File: src/rtl/line_encoder.sv
module line_encoder #(
  parameter int PRE_BITS = 8
) (
  input  logic       clk,
  input  logic       rst_n,
  input  logic       half_en,
  input  logic [2:0] code,
  input  logic       pre_en,
  input  logic       idle_high,
  input  logic       invert,
  input  logic       in_valid,
  input  logic       in_bit,
  output logic       in_ready,
  output logic       tx_line
);

  localparam int CW = (PRE_BITS > 2) ? $clog2(PRE_BITS) : 1;
  localparam logic [CW-1:0] LAST = CW'(PRE_BITS - 1);

  typedef enum logic [1:0] {S_IDLE, S_PRE, S_DATA} st_t;

  st_t          st;
  logic [CW-1:0] cnt;
  logic         ph, lvl, forced, cur;
  logic         bound, take, send_pre, nb, nforce;
  logic [CW-1:0] idx;

  function automatic logic pre_pat(input logic [2:0] c, input logic [CW-1:0] i);
    case (c)
      3'd1, 3'd4:       pre_pat = 1'b0;
      3'd2, 3'd3, 3'd6: pre_pat = 1'b1;
      default:          pre_pat = ~i[0];
    endcase
  endfunction

  function automatic logic lvl_start(input logic [2:0] c, input logic l, input logic b);
    case (c)
      3'd1:       lvl_start = l ^ b;
      3'd2:       lvl_start = l ^ ~b;
      3'd3, 3'd4: lvl_start = ~l;
      3'd6:       lvl_start = b ? l : ~l;
      default:    lvl_start = b;
    endcase
  endfunction

  function automatic logic lvl_mid(input logic [2:0] c, input logic l, input logic b);
    case (c)
      3'd3:    lvl_mid = b ? l : ~l;
      3'd4:    lvl_mid = b ? ~l : l;
      3'd5:    lvl_mid = ~b;
      3'd6:    lvl_mid = ~l;
      default: lvl_mid = l;
    endcase
  endfunction

  assign bound    = half_en && !ph;
  assign in_ready = bound && (st == S_DATA || (st == S_IDLE && !pre_en));
  assign take     = in_ready && in_valid;
  assign send_pre = bound && (st == S_PRE || (st == S_IDLE && in_valid && pre_en));
  assign idx      = (st == S_PRE) ? cnt : '0;
  assign nb       = send_pre ? pre_pat(code, idx) : take ? (in_bit ^ invert) : 1'b1;
  assign nforce   = !send_pre && !take && idle_high;
  assign tx_line  = lvl;

  always_ff @(posedge clk) begin
    if (!rst_n) begin
      st     <= S_IDLE;
      cnt    <= '0;
      ph     <= 1'b0;
      lvl    <= 1'b1;
      forced <= 1'b1;
      cur    <= 1'b1;
    end else if (half_en) begin
      ph <= ~ph;
      if (!ph) begin
        cur    <= nb;
        forced <= nforce;
        lvl    <= nforce ? 1'b1 : lvl_start(code, lvl, nb);
        if (send_pre) begin
          if (st == S_IDLE) begin
            st  <= S_PRE;
            cnt <= CW'(1);
          end else if (cnt == LAST) begin
            st  <= S_DATA;
            cnt <= '0;
          end else begin
            cnt <= cnt + CW'(1);
          end
        end else if (take) begin
          st <= S_DATA;
        end else begin
          st <= S_IDLE;
        end
      end else if (!forced) begin
        lvl <= lvl_mid(code, lvl, cur);
      end
    end
  end

  p_ready_on_bound_r2: assert property (@(posedge clk) disable iff (!rst_n)
    in_ready |-> (half_en && !ph));

  p_no_ready_in_pre_r3: assert property (@(posedge clk) disable iff (!rst_n)
    (st == S_PRE) |-> !in_ready);

  p_hold_between_r10: assert property (@(posedge clk) disable iff (!rst_n)
    !half_en |=> $stable(tx_line));

  p_forced_high_r9: assert property (@(posedge clk) disable iff (!rst_n)
    forced |-> tx_line);

  p_dm_mid_toggle_r7: assert property (@(posedge clk) disable iff (!rst_n)
    (half_en && ph && code == 3'd6 && !forced) |=> (tx_line != $past(tx_line)));

endmodule

File: config.mk
export PLATFORM = sky130hd
export DESIGN_NAME = line_encoder
export DESIGN_NICKNAME = d
export VERILOG_FILES = /design/src/rtl/line_encoder.sv
export SDC_FILE = /design/constraint.sdc
export NUM_CORES = 1
export LEC_CHECK = 0
export ABC_AREA = 0
export BUFFER_PORTS_ARGS = -buffer_cell sky130_fd_sc_hd__buf_2
export CAP_MARGIN = 20
export CORE_MARGIN = 2
export CORE_UTILIZATION = 35
export DETAILED_ROUTE_END_ITERATION = 8
export GPL_TIMING_DRIVEN = 1
export PLACE_DENSITY = 0.55
export SYNTH_ARGS = -nofsm -noshare
export SYNTH_HDL_FRONTEND = slang
export SYNTH_SLANG_ARGS = --single-unit
File: constraint.sdc
create_clock -name clk -period 2.54 [get_ports clk]
set_input_delay 0.254 -clock clk [delete_from_list [all_inputs] [get_ports clk]]
set_output_delay 0.254 -clock clk [all_outputs]
set_load 0.01 [all_outputs]
# --- After elaboration in Yosys (flattened, before gate mapping) ---
# Index checks and enable logic that the tools add are counted.
word_totals:
  wordCells: 71
  in_bits: 11
  regBits: 9
  output_inout_bits: 2
op_classes:
  eq_ne: 15
  add_sub_neg: 1
  reduce_logical: 23
  bitwise_logic: 8
  n_mux: 18
ops:
  columns: ["operator", "count"]
  rows:
  - ["equality test 3 bit, second input constant", 4]
  - ["logical AND 1 bit", 9]
  - ["2-to-1 mux 1 bit", 9]
  - ["2-to-1 mux 2 bit", 4]
  - ["case mux 1 bit (4 select lines)", 2]
  - ["equality test 3 x 2 -> 1 bit, second input constant", 2]
  - ["2-to-1 mux 3 bit", 2]
  - ["inequality test 3 bit, second input constant", 2]
  - ["AND reduction 3 bit", 2]
  - ["AND reduction 6 bit", 1]
  - ["inequality test 5 x 1 -> 1 bit, second input constant", 1]
  - ["inverter 1 bit", 5]
  - ["logical NOT 1 bit", 4]
  - ["inequality test 4 bit, second input constant", 1]
  - ["OR reduction 2 bit", 2]
  - ["adder 3 x 1 -> 3 bit, second input constant", 1]
  - ["equality test 3 x 1 -> 1 bit, second input constant", 1]
  - ["inequality test 3 x 1 -> 1 bit, second input constant", 1]
  - ["OR reduction 3 bit", 1]
  - ["bitwise XOR 1 bit", 3]
  - ["equality test 2 x 1 -> 1 bit, second input constant", 1]
  - ["equality test 2 bit, second input constant", 1]
  - ["logical NOT 2 bit", 1]
  - ["logical OR 1 bit", 2]
  - ["other kinds (3)", 3]

# --- Longest topological paths before layout ---
# Gate-level depths: netlist of the first run.
depth:
  depth_word: 12
  mapped_depth: 7
  mapped_depth_nobuf: 6

# --- Worst setup path before layout of the first run ---
# OpenSTA, ideal clock, no wires.
synth_timing:
  kind: "register to register"
  startpoint: "reg ph"
  endpoint: "reg lvl (netlist: tx_line)"
  path_buffers: 0
  required_ns: 2.419
  arrival_ns: 1.754
  synth_period_minus_slack_ns: 1.875
  setup_ns: 0.121
  slack_ns: 0.665
  stages_incl_launch_ff: 7
  cell_sequence: "dfxtp_1 -> nand2b_4 -> or3_4 -> o31a_1 -> nand4_1 -> and3_2 -> mux2_4"
synth_between:
  elab_chain_cells: 11
  word_cells_on_any_way: 23
  classes_between: "eq/ne (5); mux (5); bitwise (3); reduce/logical (10)"
synth_rtl:
  columns: ["element", "line", "source"]
  rows:
  - ["from (decl)", "24", "logic ph, lvl, forced, cur;"]
  - ["from (signal assigned)", "74", "ph <= ~ph;"]
  - ["logical NOT 1 bit", null, null]
  - ["logical AND 1 bit", "56", "assign bound = half_en && !ph;"]
  - ["logical AND 1 bit", "57", "assign in_ready = bound && (st == S_DATA || (st == S_IDLE && !pre_en));"]
  - ["logical AND 1 bit", "58", "assign take = in_ready && in_valid;"]
  - ["2-to-1 mux 1 bit (2 in a row)", "61", "assign nb = send_pre ? pre_pat(code, idx) : take ? (in_bit ^ invert) : 1'b1;"]
  - ["inverter 1 bit", "39", "3'd2: lvl_start = l ^ ~b;"]
  - ["bitwise XOR 1 bit", "39", null]
  - ["case mux 1 bit (4 select lines)", "37", "case (c)"]
  - ["2-to-1 mux 1 bit", "78", "lvl <= nforce ? 1'b1 : lvl_start(code, lvl, nb);"]
  - ["2-to-1 mux 1 bit", "75", "if (!ph) begin"]
  - ["to (signal assigned)", "78", null]
  - ["to (signal assigned)", "95", "lvl <= lvl_mid(code, lvl, cur);"]
  - ["to (decl)", "24", null]
# Several ways; a longest one is shown, not always the timed one.
# A chain may end at the register's enable or synchronous reset.

# --- Final worst setup path of the first run ---
# Same ends and word-level chain as after synthesis.

==> results of run 1 <==
-- path summary, 6_finish.rpt --
path                                           from                   end
worst max-delay path                ph$_SDFFE_PN0P_  tx_line$_SDFFE_PN1P_
worst min-delay path                      idle_high   forced$_SDFFE_PN1P_
worst max register to register      ph$_SDFFE_PN0P_  tx_line$_SDFFE_PN1P_
worst min register to register  cnt[2]$_SDFFE_PN0P_   cnt[2]$_SDFFE_PN0P_
-- registers in the layout, indices dropped and copies added, names as in the netlist --
| register | cells |
|---|---|
| st | 2 |
| cnt | 3 |
| tx_line | 1 |
| ph | 1 |
| cur | 1 |
| forced | 1 |
-- metal layers --
metal | up-vias | wire (um) | GRT usage, %
li1 | 343 | - | -
met1 | 296 | 714 | 17.1
met2 | 11 | 613 | 19.9
met3 | 2 | 71 | 4.01
met4 | 0 | 10 | 4.76
met5 | - | 0 | 0
-- layout make-up --
cell class / instances / area [um^2] / area share [%]
multi-input cells: 74 / 480 / 61.0
flip-flops and latches: 9 / 180 / 22.9
repair buffers: 12 / 60.1 / 7.62
well taps: 27 / 33.8 / 4.29
clock buffers: 4 / 26.3 / 3.33
inverters: 2 / 7.51 / 0.952
-- worst register-to-register path: cells and delay by family, from the launching register on --
kind | cells | cell delay, ps
compound gates | 1 | 360
flops | 1 | 350
simple gates | 4 | 870
mux | 1 | 290
-- power groups by stage --
stage / combinational, mW / clock (mW) / sequential (mW)
after floorplan: 0.0761 / 0 / 0.162
after global placement: 0.0950 / 0 / 0.168
after detailed placement: 0.0942 / 0 / 0.168
after CTS: 0.0948 / 0.117 / 0.165
after global routing: 0.106 / 0.128 / 0.167
final: 0.0943 / 0.112 / 0.165
-- cell families (layout without fill, tap and decap cells) --
kind of cell	Yosys count	in the layout	synth area share, %
DFF	9	9	26.1
adders and majority gates	2	2	3.62
and+or+nand+nor	45	45	37.5
AOI/OAI and AO/OA	21	21	19.2
buffers and inverters	6	18	4.35
muxes	4	4	6.70
xor gates and xnor gates	2	2	2.54
-- placed cells by master (no fill, tap or decap) --
cell	Yosys	layout
a22oi_1	1	1
nor3_1	4	4
buf_2	2	12
nor4b_1	2	2
nand4_1	1	1
and2_1	3	3
or3_4	1	1
nor2_1	8	8
o211a_1	1	1
inv_1	2	2
ha_1	2	2
a21boi_0	2	2
nor2b_1	5	5
nand4b_1	1	1
mux2i_1	2	2
dfxtp_1	9	9
nand3_1	2	2
mux2_2	1	1
o21ai_0	8	8
o221ai_1	1	1
o31a_1	1	1
nand2b_1	1	1
clkbuf_4	0	3
a41oi_1	1	1
nand2b_4	1	1
xor2_1	1	1
a21oi_1	4	4
nor3b_1	1	1
nand3b_1	2	2
mux2_4	1	1
clkbuf_1	0	1
o22ai_1	1	1
and2b_2	1	1
nand2_1	10	10
or2b_2	1	1
and3_2	1	1
o21a_1	1	1
xnor2_1	1	1
-- per-stage QoR --
step                      setup WS (ps)  util (%)
after floorplan                     665         -
after global placement              610      40.1
after detailed placement            583      40.1
after CTS                           566      41.4
after global routing                464      41.4
final                               567      41.4
==> impl_metrics.toml, run 1 <==
[status]
status = "finished clean"

[timing]
timing.hold.ws_ps = 248
min_period_over_period_pct = 77.7
tightest_slew_ps = 318
max_freq_ghz = 0.507
rsz0062_at_grt = "false"
layout_min_cycle_time_ps = 1970
slew_viol_final = 0
hold_viol_final = 0
slew_headroom_pct = 78.6
finClkSkew_ps = 5.65
setup_violations = 0
fin_setup_tns_ps = 0

[grt]
grt_pass1_vias = 589
track_usage_pct = 13.0
grt_max_degree = 12
globalRouteOverflowTotal = 0
grt_first_pass_wirelength_um = 2460
grt_antenna_before_repair = 0

[worst_setup_path]
cp.depth = 6
crit_chain = "nand2b_4, or3_4, o31a_1, nand4_1, and3_2, mux2_4"
worstPathMaxFanout = 8
crit_path_max_incr_delay_ps = 400
ff2ff_setup_slack_ps = 570
worstSetupStartpointType = "flop"
worst-r2r-cell-count = 6
end_kind = "flop"
crit_type = "flop to flop"
worstPathRequired_ps = 2690
worstPathArrival_ps = 2130
crit_family = "simple AND/OR/NAND/NOR gates"
cpMaxStageDelayCell = "or3_4"
crit_buf_inv = 0

[synthesis]
yosysSeqAreaShare_pct = 26.1
synthTopCellsByArea = "dfxtp_1, o21ai_0, nand2_1"
synth-edff-count = 0
synth.avg_cell_area_um2 = 7.76
yosysTopAreaCell = "dfxtp_1"
synth_fp_nets = 102
synth-seq-cells = 9
ys_warn_count = 0
async_flop_share_pct = 0
synth.distinct_cells = 38
netlist_instances = 89
synth_common_cells = "nand2_1, dfxtp_1, nor2_1, o21ai_0, nor2b_1"
synth_flop_cell = "dfxtp_1"
synth.most_common_cell = "nand2_1"
synth_area_um2 = 691
synth_top_area_share_pct = 26.1

[power_and_ir_drop]
p_sw_share_pct = 30.2
pwr-share-comb_pct = 25.4
internal_power_mw = 0.259
peakVddDrop_mv = 0.199
power.net_switching_mw = 0.112
p_seq_share_pct = 44.5
leakagePower_nw = 0.331
total_power_mw = 0.371
power_density_mw_per_mm2 = 470
clkPwrFrac_pct = 30.1

[placement]
hpwlAfterDp_um = 1080
io_buffers = 12
place_area_um2 = 762
dp_cells = 124
gp_congestion = 0.808

[hold_path]
hold_depth = 3
hold_path_class = "input pin to flop"

[cells_and_area]
nets = 115
fillers = 209
final_layout_size_suffix_gt1_share_pct = 21.8
stdcell_area_um2 = 788
syn_to_final_growth_pct = 14.1
diodes = 0
instances_no_fill = 128

[route]
post_drt_via_cell_ratio = 5.09
firstDrtPassIters = 4
wire_per_inst_um = 11.0
vias = 652
drt-initial-drc-count = 8
routed_wl_um = 1410
ant_nets = 0
drc = 0

[cts]
clk_path_buf_depth = 2
cts_resized = 0
cts_buffers = 3
ctsHtreeMaxLevel = 1
insertion_delay_ps = 260
cts_hold_buffers = 0
clockRootBuffer = "clkbuf_4"
cts_tree = "done"
post-cts-setup-buffers = 0
cts.sinks = 9
clk_pin_slew_ps = 60

[die]
die_area_mm2 = 0.00234
coreArea_mm2 = 0.00190
start_util_pct = 36.3
row_count = 16
die_h_um = 48.4
die_w_um = 48.4
num_io_pins = 13

[run]
maxCapViolations = 0
Note: power is estimated with default switching activity, not from simulation.
==> inputs of run 2 (changes only) <==
--- a/config.mk
+++ b/config.mk
@@ -12,7 +12,7 @@
 export CORE_UTILIZATION = 35
 export DETAILED_ROUTE_END_ITERATION = 8
 export GPL_TIMING_DRIVEN = 1
-export PLACE_DENSITY = 0.55
+export PLACE_DENSITY = 0.57
 export SYNTH_ARGS = -nofsm -noshare
 export SYNTH_HDL_FRONTEND = slang
 export SYNTH_SLANG_ARGS = --single-unit
==> constraint.sdc (replaced) <==
create_clock -name clk -period 1.7 [get_ports clk]
set_input_delay 0.17 -clock clk [delete_from_list [all_inputs] [get_ports clk]]
set_output_delay 0.17 -clock clk [all_outputs]
set_load 0.01 [all_outputs]
==> run 2 against run 1 <==
First-iteration DRC count decreased by 38%. Combinational power is 110% higher. Power grew 66%. The flow now finishes with violations (negative setup slack).
==> impl_metrics.toml, run 2 (synthesized netlist as in run 1, its figures left out) <==
[cts]
clk_pin_slew_ps = 70
clk_path_buf_depth = 2
insertion_delay_ps = 270
cts_buffers = 3
cts_tree = "done"
clockRootBuffer = "clkbuf_4"
cts.sinks = 9
ctsHtreeMaxLevel = 1
cts_hold_buffers = 0

[timing]
setup_violations = 1
hold_viol_final = 0
tightest_slew_ps = 315
rsz0062_at_grt = "true"
slew_headroom_pct = 78.9
min_period_over_period_pct = 104
layout_min_cycle_time_ps = 1770
finClkSkew_ps = 2.70
fin_setup_tns_ps = -67.0
max_freq_ghz = 0.566
timing.hold.ws_ps = 156
fin_ws_ps = -67.0
slew_viol_final = 0

[worst_setup_path]
ff2ff_setup_slack_ps = -70
worstPathMaxFanout = 3
cpMaxStageDelayCell = "dfxtp_2"
end_kind = "flop"
worstPathRequired_ps = 1860
crit_start = "ph$_SDFFE_PN0P_"
worstSetupStartpointType = "flop"
crit_family = "simple AND/OR/NAND/NOR gates"
crit_type = "flop to flop"
crit_path_max_incr_delay_ps = 330
worstPathArrival_ps = 1920
crit-reg2reg-launch = "ph$_SDFFE_PN0P_"
crit_buf_inv = 1
crit_chain = "nand2b_4, or3_4, o31a_1, buf_4, nand2_1, a41oi_1, mux2_4"

[power_and_ir_drop]
total_power_mw = 0.615
leakagePower_nw = 0.405
power_density_mw_per_mm2 = 674
peakVddDrop_mv = 0.405

[cells_and_area]
diodes = 0
final_layout_size_suffix_gt1_share_pct = 37.4
fillers = 203
layout_commonest_cell = "buf_4"
nets = 129
largest_register_ff_count = 3
instances_no_fill = 142
largest_registers = "cnt x3, st x2"
syn_to_final_growth_pct = 32.1
top_register = "cnt"
final_cell_mix = "buf_4, buf_2, nand2_1, nor2_1, o21ai_0"

[die]
coreArea_mm2 = 0.00190
start_util_pct = 36.3
row_count = 16
die_h_um = 48.4
die_w_um = 48.4
die_area_mm2 = 0.00234
num_io_pins = 13

[status]
status = "finished, violations left"
violations = "negative setup slack"

[route]
wl_met2_um = 790
routed_wl_um = 1660
wire_per_inst_um = 11.7
vias = 710
dr.max_layer_used = "met4"
firstDrtPassIters = 4
post_drt_via_cell_ratio = 5.00
met3WireLength_um = 68
drc = 0
wl_met1_um = 772
ant_nets = 0
drt-initial-drc-count = 5

[placement]
io_buffers = 12
dp_cells = 136
gp_congestion = 0.870
place_ws_ps = -91.1
hpwlAfterDp_um = 1270

[grt]
globalRouteOverflowTotal = 0
grt_pass1_vias = 677
track_usage_pct = 15.6
grt_first_pass_wirelength_um = 2880
grt_antenna_before_repair = 0
grt_max_degree = 12

[hold_path]
hold_path_class = "input pin to flop"
hp-start = "idle_high"

[run]
maxCapViolations = 0
## run 2: cell types whose count changed in the layout (fill, tap and decap cells not counted), sizes merged
cell and change:
buf +14
## run 2: worst paths after layout
path                                              to  cells after the start
worst min register to register   cnt[2]$_SDFFE_PN0P_                      2
worst max-delay path            tx_line$_SDFFE_PN1P_                      7
worst max register to register  tx_line$_SDFFE_PN1P_                      7
worst min-delay path             forced$_SDFFE_PN1P_                      3
## run 2: tightest hold or removal path, stage by stage
cell and delay [ps]:
buf_2 90, nand3_1 60, nand3_1 80
## run 2: what timing repair did
action | 4_1_cts | 5_1_grt
resized for setup | 3 | 3
buffers inserted | 1 | 1
endpoints found under the setup margin | 1 | 1
pin swaps | 1 | 0
gates cloned | 0 | 0
## run 2: power by group
part	total, mW	internal (mW)	leakage, nW	switching [mW]
Clock	0.174	0.0909	0.0150	0.0831
Combinational	0.197	0.108	0.315	0.0887
Sequential	0.244	0.227	0.0749	0.0169
Total	0.615	0.426	0.405	0.189
## run 2: metrics by stage
| step | utilization [%] | instance area (um^2) |
|---|---|---|
| floorplan | - | 707 |
| global placement | 45.2 | 860 |
| detailed placement | 45.2 | 860 |
| CTS | 47.2 | 898 |
| global route | 48.0 | 912 |
| finish | 48.0 | 912 |
## run 2: cell type report
type / instances / area [um^2] / share of cell area (%)
Clock buffer: 4 / 26.3 / 2.88
Sequential cell: 9 / 184 / 20.2
Multi-Input combinational cell: 74 / 495 / 54.3
Tap cell: 27 / 33.8 / 3.70
Timing Repair Buffer: 26 / 165 / 18.1
Inverter: 2 / 7.51 / 0.823
## run 2: layer usage
| layer | up-vias | global-route usage, % |
|---|---|---|
| met5 | - | 0 |
| met4 | 0 | 7.14 |
| met3 | 5 | 3.70 |
| met2 | 18 | 25.5 |
| met1 | 315 | 19.5 |
| li1 | 372 | - |
==> inputs of run 3 (changes only) <==
--- a/config.mk
+++ b/config.mk
@@ -8,11 +8,13 @@
 export ABC_AREA = 0
 export BUFFER_PORTS_ARGS = -buffer_cell sky130_fd_sc_hd__buf_2
 export CAP_MARGIN = 20
+export CELL_PAD_IN_SITES_DETAIL_PLACEMENT = 1
+export CELL_PAD_IN_SITES_GLOBAL_PLACEMENT = 2
 export CORE_MARGIN = 2
-export CORE_UTILIZATION = 35
+export CORE_UTILIZATION = 27
 export DETAILED_ROUTE_END_ITERATION = 8
 export GPL_TIMING_DRIVEN = 1
-export PLACE_DENSITY = 0.57
+export PLACE_DENSITY = 0.72
 export SYNTH_ARGS = -nofsm -noshare
 export SYNTH_HDL_FRONTEND = slang
 export SYNTH_SLANG_ARGS = --single-unit
==> run 3 against run 2 <==
The run still ends with negative setup slack left. Clock power is 2% higher. Final cell count is 2.1% higher. Global-route usage is 0.23 points lower. Design area is 0.27% lower. Largest cell class unchanged. Clock skew is 3.5 ps higher. Largest power group unchanged. Maximum frequency is 0.59% higher.
==> impl_metrics.toml, run 3 (synthesized netlist as in run 1, its figures left out) <==
[grt]
grt_first_pass_wirelength_um = 3280
track_usage_pct = 15.4
grt_max_degree = 12
grt_antenna_before_repair = 0
globalRouteOverflowTotal = 0
grt_pass1_vias = 720

[cts]
insertion_delay_ps = 270
clk_pin_slew_ps = 70
cts_buffers = 3
clockRootBuffer = "clkbuf_4"
cts_hold_buffers = 0
clk_path_buf_depth = 2
ctsHtreeMaxLevel = 1
cts_tree = "done"
cts.sinks = 9

[worst_setup_path]
crit_chain = "nand2b_4, or3_4, o31a_1, mux2i_1, a41oi_1, mux2_4"
end_kind = "flop"
ff2ff_setup_slack_ps = -60
worstPathArrival_ps = 1920
worstSetupStartpointType = "flop"
worst-r2r-cell-count = 6
crit_type = "flop to flop"
critical_path.endpoint = "tx_line$_SDFFE_PN1P_"
worstPathMaxFanout = 4
cpMaxStageDelayCell = "dfxtp_2"
crit-reg2reg-launch = "ph$_SDFFE_PN0P_"
worstPathRequired_ps = 1860
rr_endpoint = "tx_line$_SDFFE_PN1P_"
crit_start = "ph$_SDFFE_PN0P_"
crit_path_max_incr_delay_ps = 330

[placement]
hpwlAfterDp_um = 1510
io_buffers = 12
dp_cells = 140
gp_congestion = 0.739

[status]
status = "finished, violations left"
violations = "negative setup slack"

[die]
die_area_mm2 = 0.00298
die_h_um = 54.6
start_util_pct = 28.1
coreArea_mm2 = 0.00245
die_w_um = 54.6
row_count = 18
num_io_pins = 13

[power_and_ir_drop]
power_density_mw_per_mm2 = 676
power.net_switching_mw = 0.194
p_sw_share_pct = 31.5
peakVddDrop_mv = 0.237
internal_power_mw = 0.421
total_power_mw = 0.615
leakagePower_nw = 0.403
pwr-share-comb_pct = 31.5
clkPwrFrac_pct = 28.9
p_seq_share_pct = 39.6

[timing]
slew_headroom_pct = 77.5
layout_min_cycle_time_ps = 1760
setup_violations = 1
hold_viol_final = 0
max_freq_ghz = 0.569
tightest_slew_ps = 335
min_period_over_period_pct = 103
fin_ws_ps = -56.7
slew_viol_final = 0
rsz0062_at_grt = "true"
finClkSkew_ps = 6.21

[cells_and_area]
final_core_util_pct = 37.1
nets = 129
syn_to_final_growth_pct = 31.7
final_cell_mix = "buf_4, buf_2, nand2_1, nor2_1, o21ai_0"
layout_commonest_cell = "buf_4"
largest_register_ff_count = 3
final_layout_size_suffix_gt1_share_pct = 34.8
diodes = 0
instances_no_fill = 145
top_register = "cnt"
largest_registers = "cnt x3, st x2"

[route]
met3WireLength_um = 55
wire_per_inst_um = 13.2
firstDrtPassIters = 4
drc = 0
ant_nets = 0
post_drt_via_cell_ratio = 4.92
drt-initial-drc-count = 10
routed_wl_um = 1920
dr.max_layer_used = "met4"
wl_met2_um = 907
wl_met1_um = 921
vias = 714

[run]
maxCapViolations = 0

[hold_path]
hold_path_class = "input pin to flop"
## run 3: cell types whose count changed in the layout (fill, tap and decap cells not counted)
cell and change:
nor2b_1 +2, dfxtp_2 -1, nor2b_2 -2, dfxtp_1 +1
## run 3: how the worst min path moves through the flow
stage	depth (start not counted)	from	endpoint	slack [ps]
6_report	3	idle_high	forced$_SDFFE_PN1P_	150
3_3_place_gp	3	idle_high	forced$_SDFFE_PN1P_	430
3_5_place_dp	3	idle_high	forced$_SDFFE_PN1P_	430
5_1_grt	3	idle_high	forced$_SDFFE_PN1P_	170
2_1_floorplan	2	idle_high	forced$_SDFFE_PN1P_	320
4_1_cts	3	idle_high	forced$_SDFFE_PN1P_	150
## run 3: routing by layer
layer  GRT usage (%)  vias up
li1                -      370
met4            6.25        0
met3            2.46        4
met5               0        -
met1            19.8      327
met2            25.3       13
## run 3: worst max-delay path: cells and delay by family (launching register included)
kind,cells,cell delay (ps)
flip-flops,1,330
AND/OR/NAND/NOR,2,460
multiplexers,2,430
AO/OA/AOI/OAI,2,430
## run 3: power groups by stage
stage | combinational [mW] | sequential (mW) | clock, mW
floorplan | 0.122 | 0.243 | 0
global placement | 0.190 | 0.246 | 0
detailed placement | 0.192 | 0.247 | 0
CTS | 0.194 | 0.243 | 0.185
global route | 0.218 | 0.247 | 0.197
finish | 0.194 | 0.244 | 0.178
## run 3: final cells by class
class / instances / area (um^2)
flip-flops and latches: 9 / 183
inverters: 2 / 7.51
multi-input cells: 74 / 490
fillers: 320 / 1550
well taps: 30 / 37.5
repair buffers: 26 / 165
clock buffers: 4 / 26.3
## run 3: what timing repair did
item	4_1_cts	5_1_grt
buffers inserted	0	1
pin swaps	1	2
setup endpoints to repair	1	1
resized for setup	1	2
## run 3: per-stage QoR
| step | worst slack (ps) | setup TNS (ps) | hold slack, ps | area [um^2] |
|---|---|---|---|---|
| after floorplan | -119 | -119 | 316 | 707 |
| after global placement | -38.4 | -38.4 | 432 | 871 |
| after detailed placement | -71.9 | -71.9 | 432 | 871 |
| after CTS | -46.1 | -46.1 | 151 | 898 |
| after global routing | -122 | -122 | 175 | 910 |
| final | -56.7 | -56.7 | 151 | 910 |
